==> src/rtl/hp_pkg.sv <==
package hp_pkg;
  typedef enum logic [1:0] {
    SEL_UP   = 2'd0,
    SEL_DOWN = 2'd1,
    SEL_FEAT = 2'd2,
    SEL_RMV  = 2'd3
  } hp_sel_e;

  typedef struct packed {
    logic    wrEject;
    logic    rdValid;
    hp_sel_e rdSel;
  } hp_strobe_t;
endpackage

==> src/rtl/hp_ctrl.sv <==
module hp_ctrl
  import hp_pkg::*;
#(
  parameter int ADDR_W = 4
) (
  input  logic              clk,
  input  logic              rst_n,
  input  logic [ADDR_W-1:0] busAddr,
  input  logic              busWrEn,
  output hp_strobe_t        stb
);
  localparam int WORD_LSB = 2;

  logic aligned;
  logic inRange;
  hp_sel_e sel;

  assign aligned = (busAddr[WORD_LSB-1:0] == '0);
  assign inRange = ((busAddr >> WORD_LSB) < 4);
  assign sel     = hp_sel_e'(busAddr[WORD_LSB +: 2]);

  always_comb begin
    stb         = '0;
    stb.rdSel   = sel;
    stb.rdValid = aligned && inRange;
    stb.wrEject = busWrEn && aligned && inRange && (sel == SEL_FEAT);
  end


  wr_only_eject_chk: assert property (@(posedge clk) disable iff (!rst_n)
    stb.wrEject |-> (busWrEn && busAddr == ADDR_W'(8)));
endmodule

==> src/rtl/hp_datapath.sv <==
module hp_datapath
  import hp_pkg::*;
#(
  parameter int NUM_SLOTS = 32,
  parameter int DATA_W    = 32,
  parameter logic [DATA_W-1:0] FEATURE_WORD = '0
) (
  input  logic                 clk,
  input  logic                 rst_n,
  input  hp_strobe_t           stb,
  input  logic [NUM_SLOTS-1:0] insertPulse,
  input  logic [NUM_SLOTS-1:0] removeReq,
  input  logic [NUM_SLOTS-1:0] removableCfg,
  input  logic [DATA_W-1:0]    busWrData,
  output logic [DATA_W-1:0]    busRdData,
  output logic [NUM_SLOTS-1:0] ejectMask,
  output logic                 gpeLevel
);
  logic [NUM_SLOTS-1:0] upQ, downQ, ejectQ;
  logic [NUM_SLOTS-1:0] ejectBits, acceptRemove;

  assign ejectBits    = stb.wrEject ? busWrData[NUM_SLOTS-1:0] : '0;
  assign acceptRemove = removeReq & removableCfg;

  always_ff @(posedge clk) begin
    if (!rst_n) begin
      upQ    <= '0;
      downQ  <= '0;
      ejectQ <= '0;
    end else begin
      upQ    <= (upQ & ~ejectBits) | insertPulse;
      downQ  <= (downQ & ~ejectBits) | acceptRemove;
      ejectQ <= ejectBits;
    end
  end

  assign ejectMask = ejectQ;
  assign gpeLevel  = (|upQ) | (|downQ);

  always_comb begin
    busRdData = '0;
    if (stb.rdValid) begin
      unique case (stb.rdSel)
        SEL_UP:   busRdData = DATA_W'(upQ);
        SEL_DOWN: busRdData = DATA_W'(downQ);
        SEL_FEAT: busRdData = FEATURE_WORD;
        SEL_RMV:  busRdData = DATA_W'(removableCfg);
      endcase
    end
  end


  eject_one_cycle_chk: assert property (@(posedge clk) disable iff (!rst_n)
    !stb.wrEject |=> (ejectMask == '0));


  down_needs_removable_chk: assert property (@(posedge clk) disable iff (!rst_n)
    1'b1 |=> ((downQ & ~$past(downQ) & ~$past(removableCfg)) == '0));


  eject_clears_up_chk: assert property (@(posedge clk) disable iff (!rst_n)
    stb.wrEject |=> ((upQ & $past(busWrData[NUM_SLOTS-1:0]) & ~$past(insertPulse)) == '0));


  gpe_rise_cause_chk: assert property (@(posedge clk) disable iff (!rst_n)
    $rose(gpeLevel) |-> $past((|insertPulse) || (|acceptRemove)));


  up_set_by_pulse_chk: assert property (@(posedge clk) disable iff (!rst_n)
    1'b1 |=> ((upQ & ~$past(upQ) & ~$past(insertPulse)) == '0));
endmodule

==> src/rtl/slot_hotplug_ctrl.sv <==
module slot_hotplug_ctrl
  import hp_pkg::*;
#(
  parameter int NUM_SLOTS = 32,
  parameter int ADDR_W    = 4,
  parameter int DATA_W    = 32
) (
  input  logic                 clk,
  input  logic                 rst_n,
  input  logic [NUM_SLOTS-1:0] insertPulse,
  input  logic [NUM_SLOTS-1:0] removeReq,
  input  logic [NUM_SLOTS-1:0] removableCfg,
  input  logic [ADDR_W-1:0]    busAddr,
  input  logic                 busWrEn,
  input  logic [DATA_W-1:0]    busWrData,
  output logic [DATA_W-1:0]    busRdData,
  output logic [NUM_SLOTS-1:0] ejectMask,
  output logic                 gpeLevel
);
  hp_strobe_t stb;

  hp_ctrl #(.ADDR_W(ADDR_W)) ctrl_i (
    .clk     (clk),
    .rst_n   (rst_n),
    .busAddr (busAddr),
    .busWrEn (busWrEn),
    .stb     (stb)
  );

  hp_datapath #(.NUM_SLOTS(NUM_SLOTS), .DATA_W(DATA_W)) dp_i (
    .clk          (clk),
    .rst_n        (rst_n),
    .stb          (stb),
    .insertPulse  (insertPulse),
    .removeReq    (removeReq),
    .removableCfg (removableCfg),
    .busWrData    (busWrData),
    .busRdData    (busRdData),
    .ejectMask    (ejectMask),
    .gpeLevel     (gpeLevel)
  );


  reset_quiet_chk: assert property (@(posedge clk)
    !rst_n |=> (!gpeLevel && ejectMask == '0));
endmodule

==> config.mk <==
export PLATFORM = sky130hd
export DESIGN_NAME = slot_hotplug_ctrl
export DESIGN_NICKNAME = d
export VERILOG_FILES = /design/src/rtl/hp_pkg.sv /design/src/rtl/hp_ctrl.sv /design/src/rtl/hp_datapath.sv /design/src/rtl/slot_hotplug_ctrl.sv
export SDC_FILE = /design/constraint.sdc
export NUM_CORES = 1
export LEC_CHECK = 0
export BUFFER_PORTS_ARGS = -buffer_cell sky130_fd_sc_hd__buf_4
export CAP_MARGIN = 20
export CORE_MARGIN = 2
export CORE_UTILIZATION = 50
export CTS_CLUSTER_DIAMETER = 50
export DETAILED_ROUTE_END_ITERATION = 12
export GPL_ROUTABILITY_DRIVEN = 0
export PLACE_DENSITY = 0.87
export SETUP_SLACK_MARGIN = 0.02
export SKIP_CTS_REPAIR_TIMING = 1
export SLEW_MARGIN = 20
export SYNTH_ARGS = -nofsm -noshare
export SYNTH_HDL_FRONTEND = slang
export SYNTH_SLANG_ARGS = --single-unit
==> constraint.sdc <==
create_clock -name clk -period 3.21 [get_ports clk]
set_input_delay 0 -clock clk [delete_from_list [all_inputs] [get_ports clk]]
set_output_delay 0 -clock clk [all_outputs]
set_load 0.01 [all_outputs]
After elaboration in Yosys (flattened, before gate mapping)
Index checks and enable logic that the tools add are counted.
- output and inout bits: 65
- logic and storage cells: 25
- input bits: 135
- register bits: 96
- reductions and logical operators: 8
- eq/ne operators: 3
- magnitude comparators: 1
- mux-type cells: 3
- bitwise gates (word level): 7
- operators with widths (operator ; number):
    $pmux W32 S4 ; 1
    $and A32 B32 Y32 ; 3
    $mux W32 ; 2
    $or A32 B32 Y32 ; 2
    $reduce_or A32 Y1 ; 2
    $not A32 Y32 ; 1
    $eq A2 B2 Y1 const B ; 2
    $logic_and A1 B1 Y1 ; 4
    $logic_not A2 Y1 ; 2
    $lt A2 B3 Y1 const B ; 1
    $eq A2 B1 Y1 const B ; 1
    $or A1 B1 Y1 ; 1

Depth between registers and ports, before layout
- word-level depth: 8
- gate-level depth with buffers: 6
- mapped depth without buffers: 3

Cells and area by module
From an unflattened synthesis, not the netlist that was laid out.
- cell total of the unflattened synthesis: 442
- area total of the unflattened synthesis: 4152.7 sq um
- by module, submodules not included (module ; times used ; cells each ; seq. area each (sq um) ; area each (sq um)):
    hp_datapath ; 1 ; 437 ; 1921.8 ; 4113.9
    hp_ctrl ; 1 ; 5 ; 0.0 ; 38.8

Worst setup path before layout
No wires, ideal clock.
- kind: reg-to-output
- start point: reg dp_i.downQ[28]
- end point: out gpeLevel
- setup slack: 1982 ps
- data required time: 3210 ps
- path buffers: 0
- stages on the path, launching flop included: 4
- data arrival time: 1228 ps
- cells stage by stage: dfxtp_1 > nor4_1 > nand4_1 > or4_1
- word-level cells in the longest chain between the ends: 2
- RTL lines (element ; RTL line ; text):
    start: declaration ; hp_datapath.sv:19 ; logic [NUM_SLOTS-1:0] upQ, downQ, ejectQ;
    start signal: assignment ; hp_datapath.sv:32 ; downQ <= (downQ & ~ejectBits) | acceptRemove;
    $reduce_or A32 Y1 ; hp_datapath.sv:38 ; assign gpeLevel = (|upQ) | (|downQ);
    $or A1 B1 Y1 ; hp_datapath.sv:38 ;
    end: declaration ; slot_hotplug_ctrl.sv:18 ; output logic gpeLevel
Every way passes these cells.

Worst setup path in the final report
- start point: reg dp_i.upQ[10]
- end point: out gpeLevel
- word-level cells in the longest chain between the ends: 2
- RTL lines (element ; RTL line ; text):
    start: declaration ; hp_datapath.sv:19 ;
    start signal: assignment ; hp_datapath.sv:31 ; upQ <= (upQ & ~ejectBits) | insertPulse;
    $reduce_or A32 Y1 ; hp_datapath.sv:38 ;
    $or A1 B1 Y1 ; hp_datapath.sv:38 ;
Every way passes these cells.

==> impl_metrics.env <==
export IMPL_path_max_fanout=3
export IMPL_cp_startpoint="dp_i.upQ[10]"
export IMPL_cts_root_buffer_cell="clkbuf_8"
export IMPL_grt_pass1_vias=4502
export IMPL_netlist_instances=478
export IMPL_drive_above_1_share_pct=28.3
export IMPL_io_pin_count=200
export IMPL_grt_max_degree=66
export IMPL_postRouteAntennaNets=0
export IMPL_crit_family="simple AND/OR/NAND/NOR gates"
export IMPL_ff2ff_setup_slack_ps=1730
export IMPL_powerDensity_nw_per_um2=395
export IMPL_r2r_start="dp_i.upQ[10]"
export IMPL_first_iter_violations=456
export IMPL_setup_viol=0
export IMPL_ys_types=22
export IMPL_yosys_warnings=0
export IMPL_p_leak_nw=3.38
export IMPL_layout_common_cells="buf_4, dlygate4sd3_1, dfxtp_1, nand2_1, inv_1"
export IMPL_dp_hpwl_mm=10.2
export IMPL_cts_tree="done"
export IMPL_rsz0062_at_grt="false"
export IMPL_drtPass1Iterations=5
export IMPL_violations="hold timing"
export IMPL_worst_pin_slew_ps=737
export IMPL_syn_area_um2=4230
export IMPL_period_needed_ps=2180
export IMPL_cp_endpoint="gpeLevel"
export IMPL_clkSinkCount=96
export IMPL_viasPerCell=6.17
export IMPL_worstSetupPathType="reg2out"
export IMPL_grt_pass1_wl_mm=21.6
export IMPL_rows=33
export IMPL_max_stage_delay_ps=570
export IMPL_clk_path_buf_depth=2
export IMPL_finalCritPeriodShare_pct=67.9
export IMPL_seq_area_frac_synth_pct=45.5
export IMPL_drcViolationCount=0
export IMPL_vias=5450
export IMPL_worst_path_max_delay_cell="or4_1"
export IMPL_dp_cells=751
export IMPL_crit_path_start_kind="register"
export IMPL_worstPathCellList="nor4_1, nand4_1, or4_1, buf_4"
export IMPL_r2r_cells=3
export IMPL_portBuffers=199
export IMPL_synth_ff_type="dfxtp_1"
export IMPL_synth_async_reset_ratio_pct=0
export IMPL_antenna_found_initial=1
export IMPL_syn_to_final_growth_pct=68.4
export IMPL_hp_class="in2reg"
export IMPL_skew_ps=0
export IMPL_endpoint_kind="output pin"
export IMPL_slew_violations=0
export IMPL_final_common_cell="buf_4"
export IMPL_cp_required_ps=3210
export IMPL_ys_ff_latch=96
export IMPL_fp_coreArea_um2=8220
export IMPL_finalNonFillerCells=884
export IMPL_peakVddDrop_mv=0.286
export IMPL_final_hold_viol_count=4
export IMPL_crit_cells=4
export IMPL_max_cap_violations=0
export IMPL_fp_dieArea_um2=9210
export IMPL_insertion_delay_ps=360
export IMPL_gr_total_overflow=0
export IMPL_nNetsFinal=908
export IMPL_r2r_end="dp_i.upQ[10]"
export IMPL_cts_made_buffers=9
export IMPL_slew_headroom_pct=50.8
export IMPL_setup_total_negative_slack_ps=0
export IMPL_wl_per_cell_um=20.4
export IMPL_avgSynthCellArea_um2=8.84
export IMPL_synth_edf_count=0
export IMPL_clk_pin_slew_ps=100
export IMPL_die_w_um=96.0
export IMPL_whs_ps=-9.29
export IMPL_fmax_mhz=459
export IMPL_outcome="complete, but fails checks"
export IMPL_track_usage_pct=30.6
export IMPL_h_tree_depth=3
export IMPL_arrival_ps=2180
export IMPL_dieHeight_um=96.0
export IMPL_start_util_pct=51.5
export IMPL_path_buf_inv=1
export IMPL_routed_wl_mm=18.0
export IMPL_syn_nets=613
-- final cells by class --
class,instances,area (um^2)
flip-flops and latches,96,1920
inverters,33,124
clock buffers,11,141
repair buffers,320,2710
diodes,1,2.50
multi-input cells,313,2010
well taps,105,131
clock inverters,5,80.1
fillers,406,1100
-- Yosys cell counts (16+ instances only) --
cell       count  area, um^2
a21oi_1       32         160
a2bb2oi_1     32         280
a311oi_1      32         280
a31oi_1       32         200
and3_1        32         200
clkbuf_1      20        75.1
dfxtp_1       96        1920
inv_1         33         124
mux2i_1       32         320
nand2_1       33         124
nor2_1        32         120
nor4_1        16         100
o21ai_0       32         160
-- flip-flops by register name, indices dropped and copies added, names as in the netlist --
register and flops:
dp_i.ejectMask 32, dp_i.upQ 32, dp_i.downQ 32
-- through the flow --
| step | utilization [%] | setup slack (ps) | power [mW] | cell area [um^2] |
|---|---|---|---|---|
| after global placement | 69.5 | 1470 | 1.75 | 5710 |
| final | 86.7 | 1030 | 2.81 | 7120 |
| after floorplan | - | 1980 | 1.53 | 4230 |
| after detailed placement | 69.8 | 1400 | 1.77 | 5740 |
| after global routing | 86.7 | 1010 | 2.89 | 7120 |
| after CTS | 72.5 | 1160 | 2.63 | 5960 |
-- report_power, final --
group	leakage, nW	total, mW	internal [mW]	switching [mW]
Clock	0.106	0.901	0.460	0.441
Sequential	0.792	1.31	1.25	0.0565
Combinational	2.48	0.602	0.341	0.261
Total	3.38	2.81	2.05	0.759
-- layer usage --
metal	up-vias	global-route usage, %	share of wire, %
met5	-	0	0
met1	2561	36.9	35
met4	0	16.1	6.2
met3	106	5.01	8.8
li1	2376	-	-
met2	407	52.1	50
-- worst min-delay path by stage --
stage / from / to / slack (ps) / cells after the start
floorplan: busWrData[0] / dp_i.upQ[0] / 100 / 1
CTS: busWrData[23] / dp_i.upQ[23] / -180 / 2
detailed placement: busWrData[3] / dp_i.upQ[3] / 210 / 2
global placement: busWrData[14] / dp_i.upQ[14] / 200 / 2
global route: removableCfg[18] / dp_i.downQ[18] / 8 / 3
finish: removableCfg[14] / dp_i.downQ[14] / -9 / 3
-- worst min-delay path, stage by stage --
cell      delay (ps)
buf_4            120
a21oi_1          140
a311oi_1          60
-- logic make-up (layout without fill, tap and decap cells) --
logic type,after synthesis,in the layout,share of synthesized area (%)
DFF,96,96,45.5
buffers and inverters,69,369,7.07
and+or+nand+nor,121,121,14.3
muxes,32,32,7.58
AOI/OAI and AO/OA,160,160,25.6
other,0,1,0
(Power assumes the default switching activity.)
